File: src/rtl/fm_pkg.sv
package fm_pkg;
    localparam int OPS      = 4;
    localparam int SIN_AW   = 9;
    localparam int SIN_N    = 1 << SIN_AW;
    localparam int SIN_W    = 12;
    localparam int EXP_FW   = 8;
    localparam int EXP_N    = 1 << EXP_FW;
    localparam int EXP_W    = 11;
    localparam int IDX_W    = 13;
    localparam int MAG_W    = EXP_W + 2;
    localparam real HALF_PI_X2 = 3.14159265358979;

    typedef enum logic [2:0] {
        S_WAIT,
        S_ACCUM,
        S_SINE,
        S_POW,
        S_MIX
    } op_state_e;

    // log2 attenuation of a half sine wave, 4.8 fixed point
    function automatic logic [SIN_N*SIN_W-1:0] build_sine();
        logic [SIN_N*SIN_W-1:0] t;
        real x;
        int v;
        t = '0;
        for (int i = 0; i < SIN_N; i++) begin
            x = $sin((real'(2*i+1) / real'(2*SIN_N)) * HALF_PI_X2);
            v = $rtoi(-($ln(x) / $ln(2.0)) * 256.0 + 0.5);
            t[i*SIN_W +: SIN_W] = v[SIN_W-1:0];
        end
        return t;
    endfunction

    // fractional exponent 2^-(f+1)/256 with 11 fraction bits
    function automatic logic [EXP_N*EXP_W-1:0] build_exp();
        logic [EXP_N*EXP_W-1:0] t;
        int v;
        t = '0;
        for (int f = 0; f < EXP_N; f++) begin
            v = $rtoi($pow(2.0, -real'(f+1) / 256.0) * 2048.0 + 0.5);
            t[f*EXP_W +: EXP_W] = v[EXP_W-1:0];
        end
        return t;
    endfunction
endpackage

File: src/rtl/fm_logsin_rom.sv
module fm_logsin_rom
    import fm_pkg::*;
(
    input  logic [SIN_AW-1:0] addr,
    output logic [SIN_W-1:0]  atten
);
    localparam logic [SIN_N*SIN_W-1:0] SIN_TBL = build_sine();

    always_comb atten = SIN_TBL[addr*SIN_W +: SIN_W];
endmodule

File: src/rtl/fm_exp_conv.sv
module fm_exp_conv
    import fm_pkg::*;
(
    input  logic [IDX_W-1:0] idx,
    output logic [MAG_W-1:0] mag
);
    localparam logic [EXP_N*EXP_W-1:0] EXP_TBL = build_exp();
    localparam int SH_W = IDX_W - EXP_FW;

    logic [EXP_W-1:0] frac;
    logic [SH_W-1:0]  shamt;
    logic [MAG_W-1:0] scaled;

    always_comb begin
        frac   = EXP_TBL[idx[EXP_FW-1:0]*EXP_W +: EXP_W];
        shamt  = idx[IDX_W-1:EXP_FW];
        // pre-scale by 4 so one right shift covers both directions
        scaled = {frac, 2'b00};
        mag    = scaled >> shamt;
    end
endmodule

File: src/rtl/fm_mixer.sv
module fm_mixer
    import fm_pkg::*;
#(
    parameter int OUT_W = 16,
    parameter int CH_W  = 18
) (
    input  logic [2:0]           alg,
    input  logic [OPS*OUT_W-1:0] ops_flat,
    output logic [CH_W-1:0]      mix
);
    logic [OPS-1:0]  carrier;
    logic [CH_W-1:0] acc;

    always_comb begin
        unique case (alg)
            3'd0, 3'd1, 3'd2, 3'd3: carrier = 4'b1000;
            3'd4:                   carrier = 4'b1010;
            3'd5, 3'd6:             carrier = 4'b1110;
            default:                carrier = 4'b1111;
        endcase
        acc = '0;
        for (int k = 0; k < OPS; k++) begin
            if (carrier[k]) begin
                acc = acc + {{(CH_W-OUT_W){ops_flat[k*OUT_W+OUT_W-1]}},
                             ops_flat[k*OUT_W +: OUT_W]};
            end
        end
        mix = acc;
    end
endmodule

File: src/rtl/fm_op_engine.sv
module fm_op_engine
    import fm_pkg::*;
#(
    parameter int DIV   = 6,
    parameter int NCH   = 6,
    parameter int PH_W  = 20,
    parameter int ATT_W = 13,
    parameter int OUT_W = 16,
    parameter int CH_W  = 18
) (
    input  logic                           clk,
    input  logic                           rst_n,
    output logic [$clog2(NCH*OPS)-1:0]     slot_idx,
    input  logic [PH_W-1:0]                op_inc,
    input  logic [ATT_W-1:0]               op_att,
    input  logic [2:0]                     ch_alg,
    input  logic                           dac_mode,
    output logic                           op_valid,
    output logic [$clog2(NCH*OPS)-1:0]     op_id,
    output logic [OUT_W-1:0]               op_out,
    output logic                           ch_valid,
    output logic [$clog2(NCH)-1:0]         ch_id,
    output logic [CH_W-1:0]                ch_out
);
    localparam int NSLOT  = NCH * OPS;
    localparam int SLOT_W = $clog2(NSLOT);
    localparam int CHI_W  = $clog2(NCH);
    localparam int DIV_W  = $clog2(DIV);
    localparam int SUM_W  = ((SIN_W > ATT_W) ? SIN_W : ATT_W) + 1;
    localparam int IDX_MAX = (1 << IDX_W) - 1;
    localparam int PH_LSB = PH_W - 10;

    op_state_e st, st_nx;

    logic [DIV_W-1:0]  div_q;
    logic              tick;
    logic [SLOT_W-1:0] slot_q, slot_nx;
    logic              skip, last_op;
    logic [PH_W-1:0]   acc_q [NSLOT];
    logic [PH_W-1:0]   acc_nx;
    logic [9:0]        ph_q;
    logic [ATT_W-1:0]  att_q;
    logic [2:0]        alg_q;
    logic [IDX_W-1:0]  idx_q, idx_sat;
    logic              sgn_q;
    logic [SIN_W-1:0]  sin_att;
    logic [SUM_W-1:0]  sum_w;
    logic [MAG_W-1:0]  mag;
    logic [OUT_W-1:0]  op_val;
    logic [OUT_W-1:0]  buf_q [OPS];
    logic [OPS*OUT_W-1:0] ops_flat;
    logic [CH_W-1:0]   mix;

    fm_logsin_rom u_sin (.addr(ph_q[SIN_AW-1:0]), .atten(sin_att));
    fm_exp_conv   u_exp (.idx(idx_q), .mag(mag));
    fm_mixer #(.OUT_W(OUT_W), .CH_W(CH_W)) u_mix (
        .alg(alg_q), .ops_flat(ops_flat), .mix(mix));

    for (genvar g = 0; g < OPS; g++) begin : g_flat
        assign ops_flat[g*OUT_W +: OUT_W] = buf_q[g];
    end

    always_comb begin
        tick    = (div_q == DIV_W'(DIV-1));
        slot_nx = (slot_q == SLOT_W'(NSLOT-1)) ? '0 : slot_q + 1'b1;
        skip    = dac_mode && (slot_q[SLOT_W-1:2] == CHI_W'(NCH-1));
        last_op = (slot_q[1:0] == 2'b11);
        acc_nx  = acc_q[slot_q] + op_inc;
        sum_w   = SUM_W'(sin_att) + SUM_W'(att_q);
        idx_sat = (sum_w > SUM_W'(IDX_MAX)) ? '1 : sum_w[IDX_W-1:0];
        op_val  = sgn_q ? (OUT_W'(0) - OUT_W'(mag)) : OUT_W'(mag);
    end

    always_comb begin
        unique case (st)
            S_WAIT:  st_nx = tick ? S_ACCUM : S_WAIT;
            S_ACCUM: st_nx = skip ? S_WAIT : S_SINE;
            S_SINE:  st_nx = S_POW;
            S_POW:   st_nx = last_op ? S_MIX : S_WAIT;
            S_MIX:   st_nx = S_WAIT;
            default: st_nx = S_WAIT;
        endcase
    end

    always_ff @(posedge clk) begin
        if (!rst_n) st <= S_WAIT;
        else        st <= st_nx;
    end

    always_ff @(posedge clk) begin
        if (!rst_n) begin
            div_q    <= '0;
            slot_q   <= '0;
            ph_q     <= '0;
            att_q    <= '0;
            alg_q    <= '0;
            idx_q    <= '0;
            sgn_q    <= 1'b0;
            op_valid <= 1'b0;
            op_id    <= '0;
            op_out   <= '0;
            ch_valid <= 1'b0;
            ch_id    <= '0;
            ch_out   <= '0;
            for (int i = 0; i < NSLOT; i++) acc_q[i] <= '0;
            for (int k = 0; k < OPS; k++)   buf_q[k] <= '0;
        end else begin
            div_q    <= tick ? '0 : div_q + 1'b1;
            op_valid <= 1'b0;
            ch_valid <= 1'b0;
            unique case (st)
                S_WAIT: ;
                S_ACCUM: begin
                    if (skip) begin
                        slot_q <= slot_nx;
                    end else begin
                        acc_q[slot_q] <= acc_nx;
                        ph_q  <= acc_nx[PH_W-1:PH_LSB];
                        att_q <= op_att;
                        alg_q <= ch_alg;
                    end
                end
                S_SINE: begin
                    idx_q <= idx_sat;
                    sgn_q <= ph_q[9];
                end
                S_POW: begin
                    op_out   <= op_val;
                    op_valid <= 1'b1;
                    op_id    <= slot_q;
                    buf_q[slot_q[1:0]] <= op_val;
                    if (!last_op) slot_q <= slot_nx;
                end
                S_MIX: begin
                    ch_out   <= mix;
                    ch_valid <= 1'b1;
                    ch_id    <= slot_q[SLOT_W-1:2];
                    slot_q   <= slot_nx;
                end
                default: ;
            endcase
        end
    end

    assign slot_idx = slot_q;


    strobe_excl_chk: assert property (@(posedge clk) disable iff (!rst_n)
        !(op_valid && ch_valid));


    slot_step_chk: assert property (@(posedge clk) disable iff (!rst_n)
        !$stable(slot_q) |-> slot_q == (($past(slot_q) == SLOT_W'(NSLOT-1)) ? '0 : $past(slot_q) + 1'b1));


    ch_after_last_chk: assert property (@(posedge clk) disable iff (!rst_n)
        ch_valid |-> ($past(op_valid) && ($past(op_id[1:0]) == 2'b11)));


    ch_id_chk: assert property (@(posedge clk) disable iff (!rst_n)
        ch_valid |-> (ch_id == $past(op_id[SLOT_W-1:2])));


    op_range_chk: assert property (@(posedge clk) disable iff (!rst_n)
        op_valid |-> ($signed(op_out) < $signed(OUT_W'(1 << MAG_W)) &&
                      $signed(op_out) > -$signed(OUT_W'(1 << MAG_W))));
endmodule

File: config.mk
export PLATFORM = sky130hd
export DESIGN_NAME = fm_op_engine
export DESIGN_NICKNAME = d
export VERILOG_FILES = /design/src/rtl/fm_pkg.sv /design/src/rtl/fm_logsin_rom.sv /design/src/rtl/fm_exp_conv.sv /design/src/rtl/fm_mixer.sv /design/src/rtl/fm_op_engine.sv
export SDC_FILE = /design/constraint.sdc
export NUM_CORES = 2
export LEC_CHECK = 0
export BUFFER_PORTS_ARGS = -buffer_cell sky130_fd_sc_hd__buf_4
export CAP_MARGIN = 10
export CORE_MARGIN = 5
export CORE_UTILIZATION = 44
export DETAILED_ROUTE_END_ITERATION = 8
export PLACE_DENSITY_LB_ADDON = 0.05
export SKIP_LAST_GASP = 1
export SYNTH_ARGS = -nofsm -noshare
export SYNTH_HDL_FRONTEND = slang
export SYNTH_SLANG_ARGS = --single-unit
File: constraint.sdc
create_clock -name clk -period 10.9 [get_ports clk]
set_input_delay 2.18 -clock clk [delete_from_list [all_inputs] [get_ports clk]]
set_output_delay 2.18 -clock clk [all_outputs]
set_load 0.03 [all_outputs]
Yosys cells after proc, flatten, opt, wreduce, memory -nomap -nowiden. Memories as Yosys holds them, arrays and structs flattened. A register that Yosys moved wholly into a read port is not among the register bits. Index checks and enable logic that the tools add are counted.

$add $sub $neg: 8. Multipliers: 2. Magnitude comparators: 1. Equal/unequal tests: 16. Shift-type cells: 3. Mux-type cells: 32. Bitwise operators: 2. Reduce and logical (&&, ||, !) cells: 11.

Operators with widths (count): $shiftx 6144x14->12 const A (1); $shiftx 2816x13->11 const A (1); $mux 18 (4); $add 18x18->18 (3); $mux 16 (2); $mux 5 (6); $add 20x20->20 (1); $mux 20 (1); $reduce_or 20->1 (1); $eq 3x3->1 const B (6); $reduce_or 16->1 (1); $pmux 5 s3 (1); $add 12x13->14 (1); $gt 14x13->1 const B (1); $sub 1x13->14 const A (1); $mux 13 (1); $shr 13x5->13 (1); $eq 3x2->1 const B (4); $mul 8x4->12 const B (1); $mux 1 (12); $pmux 3 s4 (1); $mul 9x2->11 const B (1); $pmux 3 s3 (1); $eq 3x1->1 const B (2); 15 further kinds (20).

Register bits after elaboration: 95. Memory bits (writable): 544. Output and inout port bits: 49. Word-level logic and storage cells: 91. Memories: 2.

Memories: acc_q (depth 24, bits a word 20, rd ports 1, clocked after Yosys merged registers in 1, write ports 24, line fm_op_engine.sv:39) `logic [PH_W-1:0] acc_q [NSLOT];`; buf_q (depth 4, bits a word 16, rd ports 4, clocked after Yosys merged registers in 0, write ports 4, line fm_op_engine.sv:50) `logic [OUT_W-1:0] buf_q [OPS];`.

Depth between registers and ports, before layout.
Depth after elaboration: 10. Mapped depth: 33. Mapped depth without buffers: 32.

Modules after synthesis. Synthesis repeated with hierarchy kept, for this count alone.

Cells, all modules: 3989. Area, all modules: 44302.5 um^2.

By module, submodules not included: fm_op_engine (instances 1, cells an instance 2355, area an instance 33865.0 um^2, sequential area each 22861.9 um^2); fm_logsin_rom (instances 1, cells an instance 730, area an instance 4413.0 um^2, sequential area each 0.0 um^2); fm_exp_conv (instances 1, cells an instance 495, area an instance 3165.5 um^2, sequential area each 0.0 um^2); fm_mixer (instances 1, cells an instance 409, area an instance 2859.0 um^2, sequential area each 0.0 um^2).

Worst setup path before layout. Ideal clock, no wire load.

Kind: register to register. From: reg (tool-made name). To: mem acc_q[24][18], data pin. Setup time: 286 ps. Data arrival time: 6105 ps. Required time: 10614 ps. Slack: 4508 ps. Stages on the path, launching flop included: 24. Buffers on the path: 5. Period minus slack after synthesis: 6392 ps. Path through: dfxtp_1 > clkbuf_1 > clkbuf_1 > clkbuf_1 > buf_1 > mux4_2 > mux4_2 > mux2_2 > ha_1 > inv_1 > fa_1 > nor2b_1 > o21ai_0 > a21boi_0 > o21ai_0 > a21oi_1 > a211oi_1 > o21bai_1 > a21o_1 > a2111oi_0 > nor3b_1 > xnor2_1 > clkbuf_1 > inv_1.

RTL lines (line): end: declaration (fm_op_engine.sv:39).

Final worst setup path.
From: reg alg_q[2]. To: reg ch_out[17].

Cells in the longest elaborated chain, start to end: 10. Elaborated cells between the ends (all ways): 17. Those cells by class: 3 x add/sub; 6 x eq/ne; 5 x mux; 3 x reduce/logical.

RTL lines: start: declaration (line fm_op_engine.sv:43) `logic [2:0] alg_q;`; start signal: assignment (line fm_op_engine.sv:120) `alg_q <= ch_alg;`; $eq 3x1->1, or another cell as far along (line fm_mixer.sv:15) `unique case (alg)`; $reduce_or 4->1 or $reduce_or 2->1 (tied branches) (line fm_mixer.sv:15); $pmux 3 s3 * (line fm_mixer.sv:15); $mux 18 (line fm_mixer.sv:23) `if (carrier[k]) begin`; $add 18x18->18 (line fm_mixer.sv:24) `acc = acc + {{(CH_W-OUT_W){ops_flat[k*OUT_W+OUT_W-1]}},`; $mux 18 (line fm_mixer.sv:23); $add 18x18->18 (line fm_mixer.sv:24); $mux 18 * (line fm_mixer.sv:23); $add 18x18->18 (line fm_mixer.sv:24); $mux 18 * (line fm_mixer.sv:23); end signal: assignment (line fm_op_engine.sv:135) `ch_out <= mix;`; end: declaration (line fm_op_engine.sv:23) `output logic [CH_W-1:0] ch_out`.

Mark *: on every way between the ends. The rest lies on a longest branch, timed or not. A chain may end at the register's enable or synchronous reset.

==> impl_metrics.csv <==
group,metric,value,unit
clocking,cts_buffers,87,
logic_synthesis,synth-compound-area-share,11.9,%
clocking,tritoncts,"yes",
logic_synthesis,yosysUniqueCellTypes,100,
layout,nFillCells,8884,
layout,drive_gt1_share,15.7,%
grt,overflow,0,
clocking,cts_resized,0,
logic_synthesis,synthSimpleGateAreaFrac,14.4,%
logic_synthesis,synthCells,3894,
floorplanning,die_w,324,um
grt,antenna_found_initial,6,
layout,layout_common_cells,"nor2_1, edfxtp_1, nand2_1",
routing,drt-total-wl,139,mm
layout,layout_commonest_cell,"nor2_1",
floorplanning,die_h,324,um
sta,fin_skew,51.2,ps
placement,place.gp.congestion,0.936,
placement,dpl_cell_area,45200,um2
logic_synthesis,ys.flop_type,"edfxtp_1",
logic_synthesis,synthMuxAreaShare,11.8,%
sta,min_period_over_period,61.9,%
layout,final_cells,5191,
clocking,htreeDepth,3,
job,cap_violations,0,
logic_synthesis,async_reset_ff_share,0,%
floorplanning,die_area,105000,um2
routing,ant_nets,0,
layout,final_util,48.8,%
logic_synthesis,synth_edf_count,696,
grt,grt_pass1_wl,207,mm
setup_path,crit_required,11470,ps
logic_synthesis,synth_adder_area_share,3.81,%
sta,relSlewSlack,21.3,%
sta,max_freq,148,MHz
layout,final_area,47900,um2
grt,first_global_vias,31900,
placement,portBuffers,87,
clocking,cts_sinks,794,
placement,dp_cells,5035,
grt,grt_start_max_net_pins,85,
floorplanning,start_util,44.2,%
grt,grt_usage,26.1,%
floorplanning,row_count,115,
clocking,cts-root-buf,"clkbuf_16",
logic_synthesis,synth_seq_cells,794,
floorplanning,io-pin-count,88,
setup_path,cp-start-kind,"flop",
logic_synthesis,synth_top_family_by_area,"simple AND/OR/NAND/NOR gates",
setup_path,crit_arrival,7320,ps
logic_synthesis,synth.avg_cell_area,11.1,um2
routing,post-route-drc-count,0,
setup_path,max_stage_delay,460,ps
layout,syn2layout_area_growth,10.5,%
logic_synthesis,syn_area,43400,um2
sta,drv_slew,0,
setup_path,cp_common_cell,"a21oi_1",
layout,fin_nets,4005,
power,max-vdd-ir-drop,119,uV
placement,hpwl,88.9,mm
clocking,clkTransAtPathRegs,60,ps
logic_synthesis,yosysWarningCount,0,
power,power.density,144,nW/um2
min_path,hold_path.class,"flop to flop",
sta,setup_tns,0,ps
sta,rsz0062_at_grt,"no",
sta,finalHoldViolCount,0,
setup_path,setup.worst_path.end_class,"flop",
layout,diodes,0,
routing,drt_iter0_markers,3861,
setup_path,critPathKind,"flop to flop",
logic_synthesis,syn_nets,4062,
routing,via_per_inst,6.26,
clocking,clk_latency,670,ps
routing,wire_per_inst,26.8,um
routing,drtPass1Iterations,8,
routing,vias,32500,
clocking,hold_buffers,0,
status,status,"complete, no violations",
power,p_leak,17.0,nW
clocking,cts_max_path_buffers,3,
sta,tightestPinTransition,1180,ps
floorplanning,core,98100,um2
logic_synthesis,yosysSeqAreaShare,52.7,%
logic_synthesis,synth_xor_area_share,1.55,%
sta,setup_violations,0,
sta,timing.final.crit_period,6750,ps
clocking,cts_setup_buffers,0,
setup_path,cp_slowest_cell,"dfxtp_1",
setup_path,critPathMaxFanout,16,
-- cell families (layout without fill, tap and decap cells) --
family,Yosys count,in the layout
compound gates,801,801
xor+xnor,75,75
fa+ha+maj,129,129
buf+inv,418,428
flops,794,794
mux,248,248
simple gates,1429,1429
-- per-layer routing --
layer,vias to the layer above,share of wire [%],track usage [%]
met4,2,3.2,7.91
met5,-,0.0050,0
met2,1518,47,42.7
met3,271,7.6,3.95
met1,16400,42,36.4
li1,14300,-,-
-- area by class of cell --
type | instances | area (um2) | area share, %
clock buffer | 116 | 2360 | 4.92
clock inverter | 40 | 322 | 0.671
inverter | 87 | 327 | 0.681
multi-input combinational | 2682 | 19000 | 39.7
sequential | 794 | 22900 | 47.8
tap | 1287 | 1610 | 3.36
timing repair buffer | 185 | 1400 | 2.92
-- cells in the mapped netlist, types with 21 or more instances --
library cell,count,area [um2]
a211oi_1,54,405
a21o_1,22,165
a21oi_1,228,1140
a311oi_1,21,184
a31oi_1,33,206
and2_1,38,238
and3_1,22,138
buf_1,39,146
buf_2,26,130
clkbuf_1,250,938
dfxtp_1,98,1960
edfxtp_1,696,20900
ha_1,124,1550
inv_1,82,308
mux2_2,22,248
mux4_2,208,4680
nand2_1,350,1310
nand2b_1,42,263
nand3_1,57,285
nor2_1,733,2750
nor2b_1,42,263
nor3_1,45,225
o211ai_1,43,323
o21ai_0,192,961
xnor2_1,45,394
xor2_1,28,245
-- stage by stage --
stage	setup slack [ps]	hold slack [ps]	total power, mW
after floorplan	4510	421	3.93
after global placement	4320	429	4.18
after detailed placement	4180	446	4.19
after CTS	4160	453	6.97
after global routing	3530	466	7.16
final	4150	453	6.93
-- power by group --
group          switching [mW]  internal, mW  total [mW]
sequential             0.0336          3.41        3.45
combinational           0.484         0.204       0.688
clock                    1.24          1.56        2.79
-- final timing paths --
path / from / end / slack (ps) / depth (start not counted)
setup / recovery: alg_q[2] / ch_out[17] / 4150 / 30
hold / removal: ch_out[7] / ch_out[7] / 450 / 2
setup reg to reg: alg_q[2] / ch_out[17] / 4150 / 30
hold reg to reg: ch_out[7] / ch_out[7] / 450 / 2
-- critical path: cells and delay by family, from the launching register on --
kind            cells  cell delay [ps]
flops               1              460
compound gates     14             2790
buf+inv             1               60
simple gates        8             1560
fa+ha+maj           4             1320
xor+xnor            3              460
-- registers in the layout (all words and copies together), names as in the netlist, named ones only --
register  flops
acc_q       640
buf_q        56
ch_out       18
op_out       14
att_q        13
idx_q        13
ph_q         10
op_id         5
slot_idx      5
alg_q         3
ch_id         3
div_q         3
st            3
ch_valid      1
op_valid      1
sgn_q         1
(Power assumes the default switching activity.)
